File: config.mk
export PLATFORM = sky130hd
export DESIGN_NAME = efuse_rd_seq
export DESIGN_NICKNAME = d
export VERILOG_FILES = /design/src/rtl/efuse_seq_pkg.sv /design/src/rtl/efuse_req_chk.sv /design/src/rtl/efuse_wait_tmr.sv /design/src/rtl/efuse_ctrl_enc.sv /design/src/rtl/efuse_rd_seq.sv
export SDC_FILE = /design/constraint.sdc
export NUM_CORES = 1
export LEC_CHECK = 0
export ABC_CLOCK_PERIOD_IN_PS = 4100
export CORE_ASPECT_RATIO = 2
export CORE_MARGIN = 2
export CORE_UTILIZATION = 40
export DETAILED_ROUTE_END_ITERATION = 10
export PLACE_DENSITY = 0.8
export SYNTH_ARGS = -nofsm -noshare
export SYNTH_HDL_FRONTEND = slang
export SYNTH_SLANG_ARGS = --single-unit
File: constraint.sdc
create_clock -name clk -period 4.1 [get_ports clk]
set_input_delay 0.82 -clock clk [delete_from_list [all_inputs] [get_ports clk]]
set_output_delay 0.82 -clock clk [all_outputs]
set_load 0.03 [all_outputs]
File: src/rtl/efuse_seq_pkg.sv
package efuse_seq_pkg;

    typedef enum logic [2:0] {
        ST_IDLE,
        ST_SEL,
        ST_LOAD,
        ST_ADDR,
        ST_STRB,
        ST_LOW,
        ST_STBY
    } seq_st_e;

    localparam int BIT_CSB   = 0;
    localparam int BIT_STRB  = 1;
    localparam int BIT_LOAD  = 2;
    localparam int BIT_PGENB = 3;
    localparam int BIT_PD    = 5;
    localparam int BIT_RSB   = 7;
    localparam int BIT_SSEL  = 9;
    localparam int FA_W      = 10;

    function automatic int arr_size(bit wide);
        return wide ? 128 : 32;
    endfunction

    function automatic int data_w(bit wide);
        return wide ? 32 : 8;
    endfunction

    function automatic int wait_us(bit wide);
        return wide ? 1 : 2;
    endfunction

    function automatic logic [31:0] idle_word(bit wide);
        logic [31:0] w;
        w = '0;
        w[BIT_CSB] = 1'b1;
        if (wide) w[BIT_PD] = 1'b1;
        else      w[BIT_PGENB] = 1'b1;
        return w;
    endfunction

    function automatic logic [31:0] read_word(bit wide);
        logic [31:0] w;
        w = '0;
        w[BIT_LOAD]  = 1'b1;
        w[BIT_PGENB] = 1'b1;
        if (wide) begin
            w[BIT_SSEL] = 1'b1;
            w[BIT_RSB]  = 1'b1;
        end
        return w;
    endfunction

endpackage

File: src/rtl/efuse_req_chk.sv
module efuse_req_chk #(
    parameter int SIZE  = 32,
    parameter int OFF_W = 6
) (
    input  logic [OFF_W-1:0] offset,
    input  logic [OFF_W-1:0] count,
    output logic             ok
);
    logic [OFF_W:0] span;

    always_comb begin
        span = {1'b0, offset} + {1'b0, count};
        ok   = (count != '0) && (span <= (OFF_W+1)'(SIZE));
    end
endmodule

File: src/rtl/efuse_wait_tmr.sv
module efuse_wait_tmr #(
    parameter int CYC = 100
) (
    input  logic clk,
    input  logic rst,
    input  logic clr,
    output logic elapsed
);
    localparam int CW = $clog2(CYC + 1);

    logic [CW-1:0] cnt_q;

    assign elapsed = (cnt_q == CW'(CYC - 1));

    always_ff @(posedge clk) begin
        if (rst || clr)   cnt_q <= '0;
        else if (!elapsed) cnt_q <= cnt_q + 1'b1;
    end

    a_r7_cnt_bound: assert property (@(posedge clk) disable iff (rst)
        elapsed |=> (elapsed || cnt_q == '0));
endmodule

File: src/rtl/efuse_ctrl_enc.sv
module efuse_ctrl_enc
    import efuse_seq_pkg::*;
#(
    parameter bit WIDE  = 1'b0,
    parameter int OFF_W = 6
) (
    input  logic             clk,
    input  logic             rst,
    input  seq_st_e          st,
    input  logic [OFF_W-1:0] addr,
    output logic [31:0]      ctrl
);
    logic [FA_W-1:0] fa;
    logic [31:0]     field;

    assign fa = FA_W'(addr);

    generate
        if (WIDE) begin : g_word
            assign field = {6'b0, fa, 16'b0};
        end else begin : g_byte
            assign field = {16'b0, fa, 6'b0};
            // address settles before strobe rises
            a_r5_addr_before_strobe: assert property (@(posedge clk) disable iff (rst)
                $rose(ctrl[BIT_STRB]) |-> $stable(ctrl[15:6]));
        end
    endgenerate

    always_comb begin
        ctrl = idle_word(WIDE);
        case (st)
            ST_SEL:          ctrl = 32'h1 << BIT_CSB;
            ST_LOAD:         ctrl = read_word(WIDE);
            ST_ADDR, ST_LOW: ctrl = read_word(WIDE) | field;
            ST_STRB:         ctrl = read_word(WIDE) | field | (32'h1 << BIT_STRB);
            default:         ctrl = idle_word(WIDE);
        endcase
    end

    a_r6_addr_held_on_fall: assert property (@(posedge clk) disable iff (rst)
        $fell(ctrl[BIT_STRB]) |-> $stable(ctrl[25:6]));
endmodule

File: src/rtl/efuse_rd_seq.sv
module efuse_rd_seq
    import efuse_seq_pkg::*;
#(
    parameter bit  WIDE    = 1'b0,
    parameter int  CLK_MHZ = 50,
    localparam int SIZE    = arr_size(WIDE),
    localparam int OFF_W   = $clog2(SIZE) + 1,
    localparam int DW      = data_w(WIDE)
) (
    input  logic             clk,
    input  logic             rst,
    input  logic             req_valid,
    input  logic [OFF_W-1:0] req_offset,
    input  logic [OFF_W-1:0] req_count,
    output logic             req_err,
    output logic             busy,
    output logic [31:0]      fuse_ctrl,
    input  logic [31:0]      fuse_dout,
    output logic [DW-1:0]    rd_data,
    output logic             rd_valid,
    output logic             done
);
    localparam int WAIT_CYC = CLK_MHZ * wait_us(WIDE);

    seq_st_e          st_q, st_d;
    logic [OFF_W-1:0] addr_q, left_q;
    logic             req_ok, t_clr, t_done, accept, last;

    efuse_req_chk #(.SIZE(SIZE), .OFF_W(OFF_W)) u_chk (
        .offset(req_offset), .count(req_count), .ok(req_ok));

    efuse_wait_tmr #(.CYC(WAIT_CYC)) u_tmr (
        .clk(clk), .rst(rst), .clr(t_clr), .elapsed(t_done));

    efuse_ctrl_enc #(.WIDE(WIDE), .OFF_W(OFF_W)) u_enc (
        .clk(clk), .rst(rst), .st(st_q), .addr(addr_q), .ctrl(fuse_ctrl));

    generate
        if (DW < 32) begin : g_hi
            logic unused_hi;
            assign unused_hi = ^fuse_dout[31:DW];
        end
    endgenerate

    assign accept = (st_q == ST_IDLE) && req_valid && req_ok;
    assign last   = (left_q == OFF_W'(1));
    assign busy   = (st_q != ST_IDLE);
    assign done   = (st_q == ST_STBY);
    assign t_clr  = (st_d != st_q);

    always_comb begin
        st_d = st_q;
        unique case (st_q)
            ST_IDLE: if (accept) st_d = WIDE ? ST_LOAD : ST_SEL;
            ST_SEL:  st_d = ST_LOAD;
            ST_LOAD: if (t_done) st_d = WIDE ? ST_STRB : ST_ADDR;
            ST_ADDR: if (t_done) st_d = ST_STRB;
            ST_STRB: if (t_done) st_d = ST_LOW;
            ST_LOW:  if (t_done) st_d = last ? ST_STBY : (WIDE ? ST_STRB : ST_ADDR);
            ST_STBY: st_d = ST_IDLE;
            default: st_d = ST_IDLE;
        endcase
    end

    always_ff @(posedge clk) begin
        if (rst) begin
            st_q     <= ST_IDLE;
            addr_q   <= '0;
            left_q   <= '0;
            rd_valid <= 1'b0;
            rd_data  <= '0;
            req_err  <= 1'b0;
        end else begin
            st_q     <= st_d;
            rd_valid <= (st_q == ST_STRB) && t_done;
            if ((st_q == ST_STRB) && t_done) rd_data <= fuse_dout[DW-1:0];
            req_err  <= (st_q == ST_IDLE) && req_valid && !req_ok;
            if (accept) begin
                addr_q <= req_offset;
                left_q <= req_count;
            end else if ((st_q == ST_LOW) && t_done && !last) begin
                addr_q <= addr_q + 1'b1;
                left_q <= left_q - 1'b1;
            end
        end
    end

    a_r9_done_ends_busy: assert property (@(posedge clk) disable iff (rst)
        done |=> !busy);
    a_r9_busy_until_done: assert property (@(posedge clk) disable iff (rst)
        (busy && !done) |=> busy);
    a_r8_valid_inside_run: assert property (@(posedge clk) disable iff (rst)
        rd_valid |-> busy);
    a_r2_err_keeps_idle: assert property (@(posedge clk) disable iff (rst)
        req_err |-> !busy);
    a_r5_strobe_in_read_mode: assert property (@(posedge clk) disable iff (rst)
        fuse_ctrl[BIT_STRB] |-> (fuse_ctrl[BIT_PGENB] && !fuse_ctrl[BIT_CSB]));
    a_r1_idle_word: assert property (@(posedge clk) disable iff (rst)
        !busy |-> (fuse_ctrl == idle_word(WIDE)));
endmodule

==> metrics <==
DIE WIDTH=54.91 um; Core ar.=~5100 um^2; switching share of total power=between 30% and 40%; unrepaired setup endpoints after global routing=false; Worst R2R Start=u_tmr.cnt_q[0]$_SDFFE_PP0N_; worst-path maximum fanout=7; clk_lat worst skew=a little under 0.3 ns; drc violations=0; status=finished clean; Clk pin slew, worst setup/hold paths=approximately 0.070 ns; final setup TNS=0 ns; die extent in y=roughly 110 um; clock buffer depth=2; total track usage=17.14%; Mapped Area=~2100 um^2; Seq/Total Area, Yosys=between 30% and 40%; asr flop ratio synth=0%; total routed wirelength=~4500 um; Root Buffer=clkbuf_8; FF-to-FF End=rd_data[3]$_SDFFE_PP0P_; Synth Instances=between 200 and 250; Worst EP arrival=approximately 3.5 ns; first-pass GRT wire length=7355 um; first drt pass iteration count=4; Worst setup SP type=input port; overall power=~0.00076 W; met2 wire len=2524 um; largest net degree at the start of global routing=28; initial DRC count=28; GPL Wtd Cong=between 0.7 and 0.8; total CTS buffers=5; max_cap viols=0; Yosys cell types=48; synth top area cells=dfxtp_1 31%, buf_4 8.0%, nor2_1 6.3%; critical path class=input port to flop; final period utilization=82.22%; leading area contributor after synthesis=dfxtp_1; Avg Cell Area, Syn=8.394 um^2; Hold Fails Final Rpt=0; skew final=between 0.005 and 0.006 ns; Resized Gates After CTS=0; most frequent cells in the layout=44 x clkdlybuf4s50_1, 35 x nor2_1, 32 x dfxtp_1; H-tree depth=2; final non-filler cell total=351; initial antenna violation count=0; area share of the largest cell type after synthesis=30.90%; switching power=0.0002442 W; placed cells=~340; Lkg Pwr=about 1.0 nW; I/O Pins=91; headroom to the max-slew limit=~58%; Post-CTS Hold Buffers=0; Avg WL per Cell=~13 um; DR top layer=met4; most common cell after layout, fill and taps aside=clkdlybuf4s50_1; antenna cells=0; vias in the first global route=about 1.7k; Clock Power Share=32.1%; Worst Hold Class=flop to flop; layout cell share with drive strength beyond 1=about 7.2%; placed wire-length estimate=between 3000 and 4000 um; Yosys Warn Count=0; clk sinks=32; Post-CTS Setup Bufs=0; #FFs+latches synth=32; Post-layout nets=350; Finish-stage setup viols=0; IO buf count=44; Int Power=between 0.0005 and 0.0006 W; post-layout min period=roughly 3.4 ns; Setup crit end=addr_q[3]$_SDFFE_PP0P_; Critical path origin=req_count[0]; Fill cells=around 500; vias per std cell=5.074; VDD IR-drop max=0.2609 mV; M1 WL=1726 um; Initial Utilization=between 40% and 50%; Worst-Margin Slew=0.6308 ns; Worst Path Required=between 4 and 5 ns; layout overhead on the synthesized area=24.20%; Gate power share=approximately a quarter; Fmax=between 0.2 and 0.3 GHz; Die Area=around 5800 um^2; Register-to-Register Setup Slack=1.96 ns; Reg2Reg Depth=6; Hold Slack=between 0.4 and 0.5 ns; pwr dens=just under 300 nW/um^2; CTS tree=done; crit path capture type=flop; vias=between 1.5k and 2k; fin. max-slew vios=0; global route overflow=0; Top FF cell, synth=dfxtp_1; Rows=37; EDFF count, synth=0; Antenna Nets Post-Route=0; Reg power frac=roughly 45%; metal3 WL=approximately 220 um
[worst min path at each step]
stage	startpoint	end	slack (ns)	cells past startpoint
2_1_floorplan	addr_q[5]$_SDFFE_PP0P_	addr_q[5]$_SDFFE_PP0P_	0.47	2
3_3_place_gp	rd_data[1]$_SDFFE_PP0P_	rd_data[1]$_SDFFE_PP0P_	0.44	2
3_5_place_dp	rd_data[4]$_SDFFE_PP0P_	rd_data[4]$_SDFFE_PP0P_	0.45	2
4_1_cts	rd_data[2]$_SDFFE_PP0P_	rd_data[2]$_SDFFE_PP0P_	0.46	2
5_1_grt	rd_data[6]$_SDFFE_PP0P_	rd_data[6]$_SDFFE_PP0P_	0.47	2
6_report	rd_data[2]$_SDFFE_PP0P_	rd_data[2]$_SDFFE_PP0P_	0.46	2
[layout make-up]
type | instances | area (um^2) | share of cell area (%)
Clock buffer | 5 | 68.82 | 2.672
Clock inverter | 3 | 23.77 | 0.9232
Inverter | 5 | 18.77 | 0.7289
Tap cell | 58 | 72.57 | 2.818
Multi-Input combinational cell | 200 | 1280 | 49.71
Sequential cell | 32 | 640.6 | 24.88
Timing Repair Buffer | 48 | 470.5 | 18.27
[state kept, by name, indices dropped and copies added, names as in the netlist]
name and count:
rd_data 8, u_tmr.cnt_q 7, addr_q 6, left_q 6, st_q 3, rd_valid 1, req_err 1
[synthesized netlist by cell type (all sizes together) (4+ instances only)]
master	count
xor2	10
xnor2	5
mux2i	11
nand2	20
nand3	12
inv	5
clkbuf	4
nor3	5
ha	10
buf	27
nand2b	4
and2	7
dfxtp	32
nor2	36
nand3b	4
a21oi	17
[power groups by stage]
stage | combinational (W) | sequential, W | clock [W]
after CTS | 0.000180 | 0.000340 | 0.000253
after global routing | 0.000198 | 0.000342 | 0.000265
after floorplan | 0.000145 | 0.000343 | 0
after detailed placement | 0.000179 | 0.000347 | 0
after global placement | 0.000176 | 0.000346 | 0
final | 0.000179 | 0.000340 | 0.000245
[metal layers]
layer | vias up | global-route usage [%]
met5 | - | 0
met4 | 0 | 5.749
met3 | 7 | 3.399
met2 | 56 | 31.46
met1 | 823 | 17.96
li1 | 895 | -
[through the flow]
| step | util (%) | setup WS [ns] | instance area, um^2 |
|---|---|---|---|
| 3_5_place_dp | 48.75 | 0.4354 | 2482 |
| 5_1_grt | 50.57 | 0.5902 | 2575 |
| 6_report | 50.57 | 0.7292 | 2575 |
| 3_3_place_gp | 48.75 | 0.4433 | 2482 |
| 4_1_cts | 50.57 | 0.7361 | 2575 |
| 2_1_floorplan | - | 1.280 | 2152 |
[cell families (layout without fill, tap and decap cells)]
logic type / after synthesis / count (layout) / share of synthesized area (%)
compound gates: 36 / 36 / 13.76
xor+xnor: 15 / 15 / 6.336
fa+ha+maj: 11 / 11 / 7.001
buf+inv: 36 / 61 / 11.16
flops: 32 / 32 / 30.90
mux: 12 / 12 / 5.854
other cells: 1 / 22 / 0.1809
simple gates: 104 / 104 / 24.80
[critical path, stage by stage]
cell	delay [ns]
clkdlybuf4s50_1	0.50
ha_1	0.26
fa_1	0.40
xor2_1	0.16
nor3_1	0.23
o221ai_2	0.19
a211oi_4	0.46
buf_4	0.25
mux2i_1	0.21
nor2_1	0.05
Power figures use the tool's default switching activity.
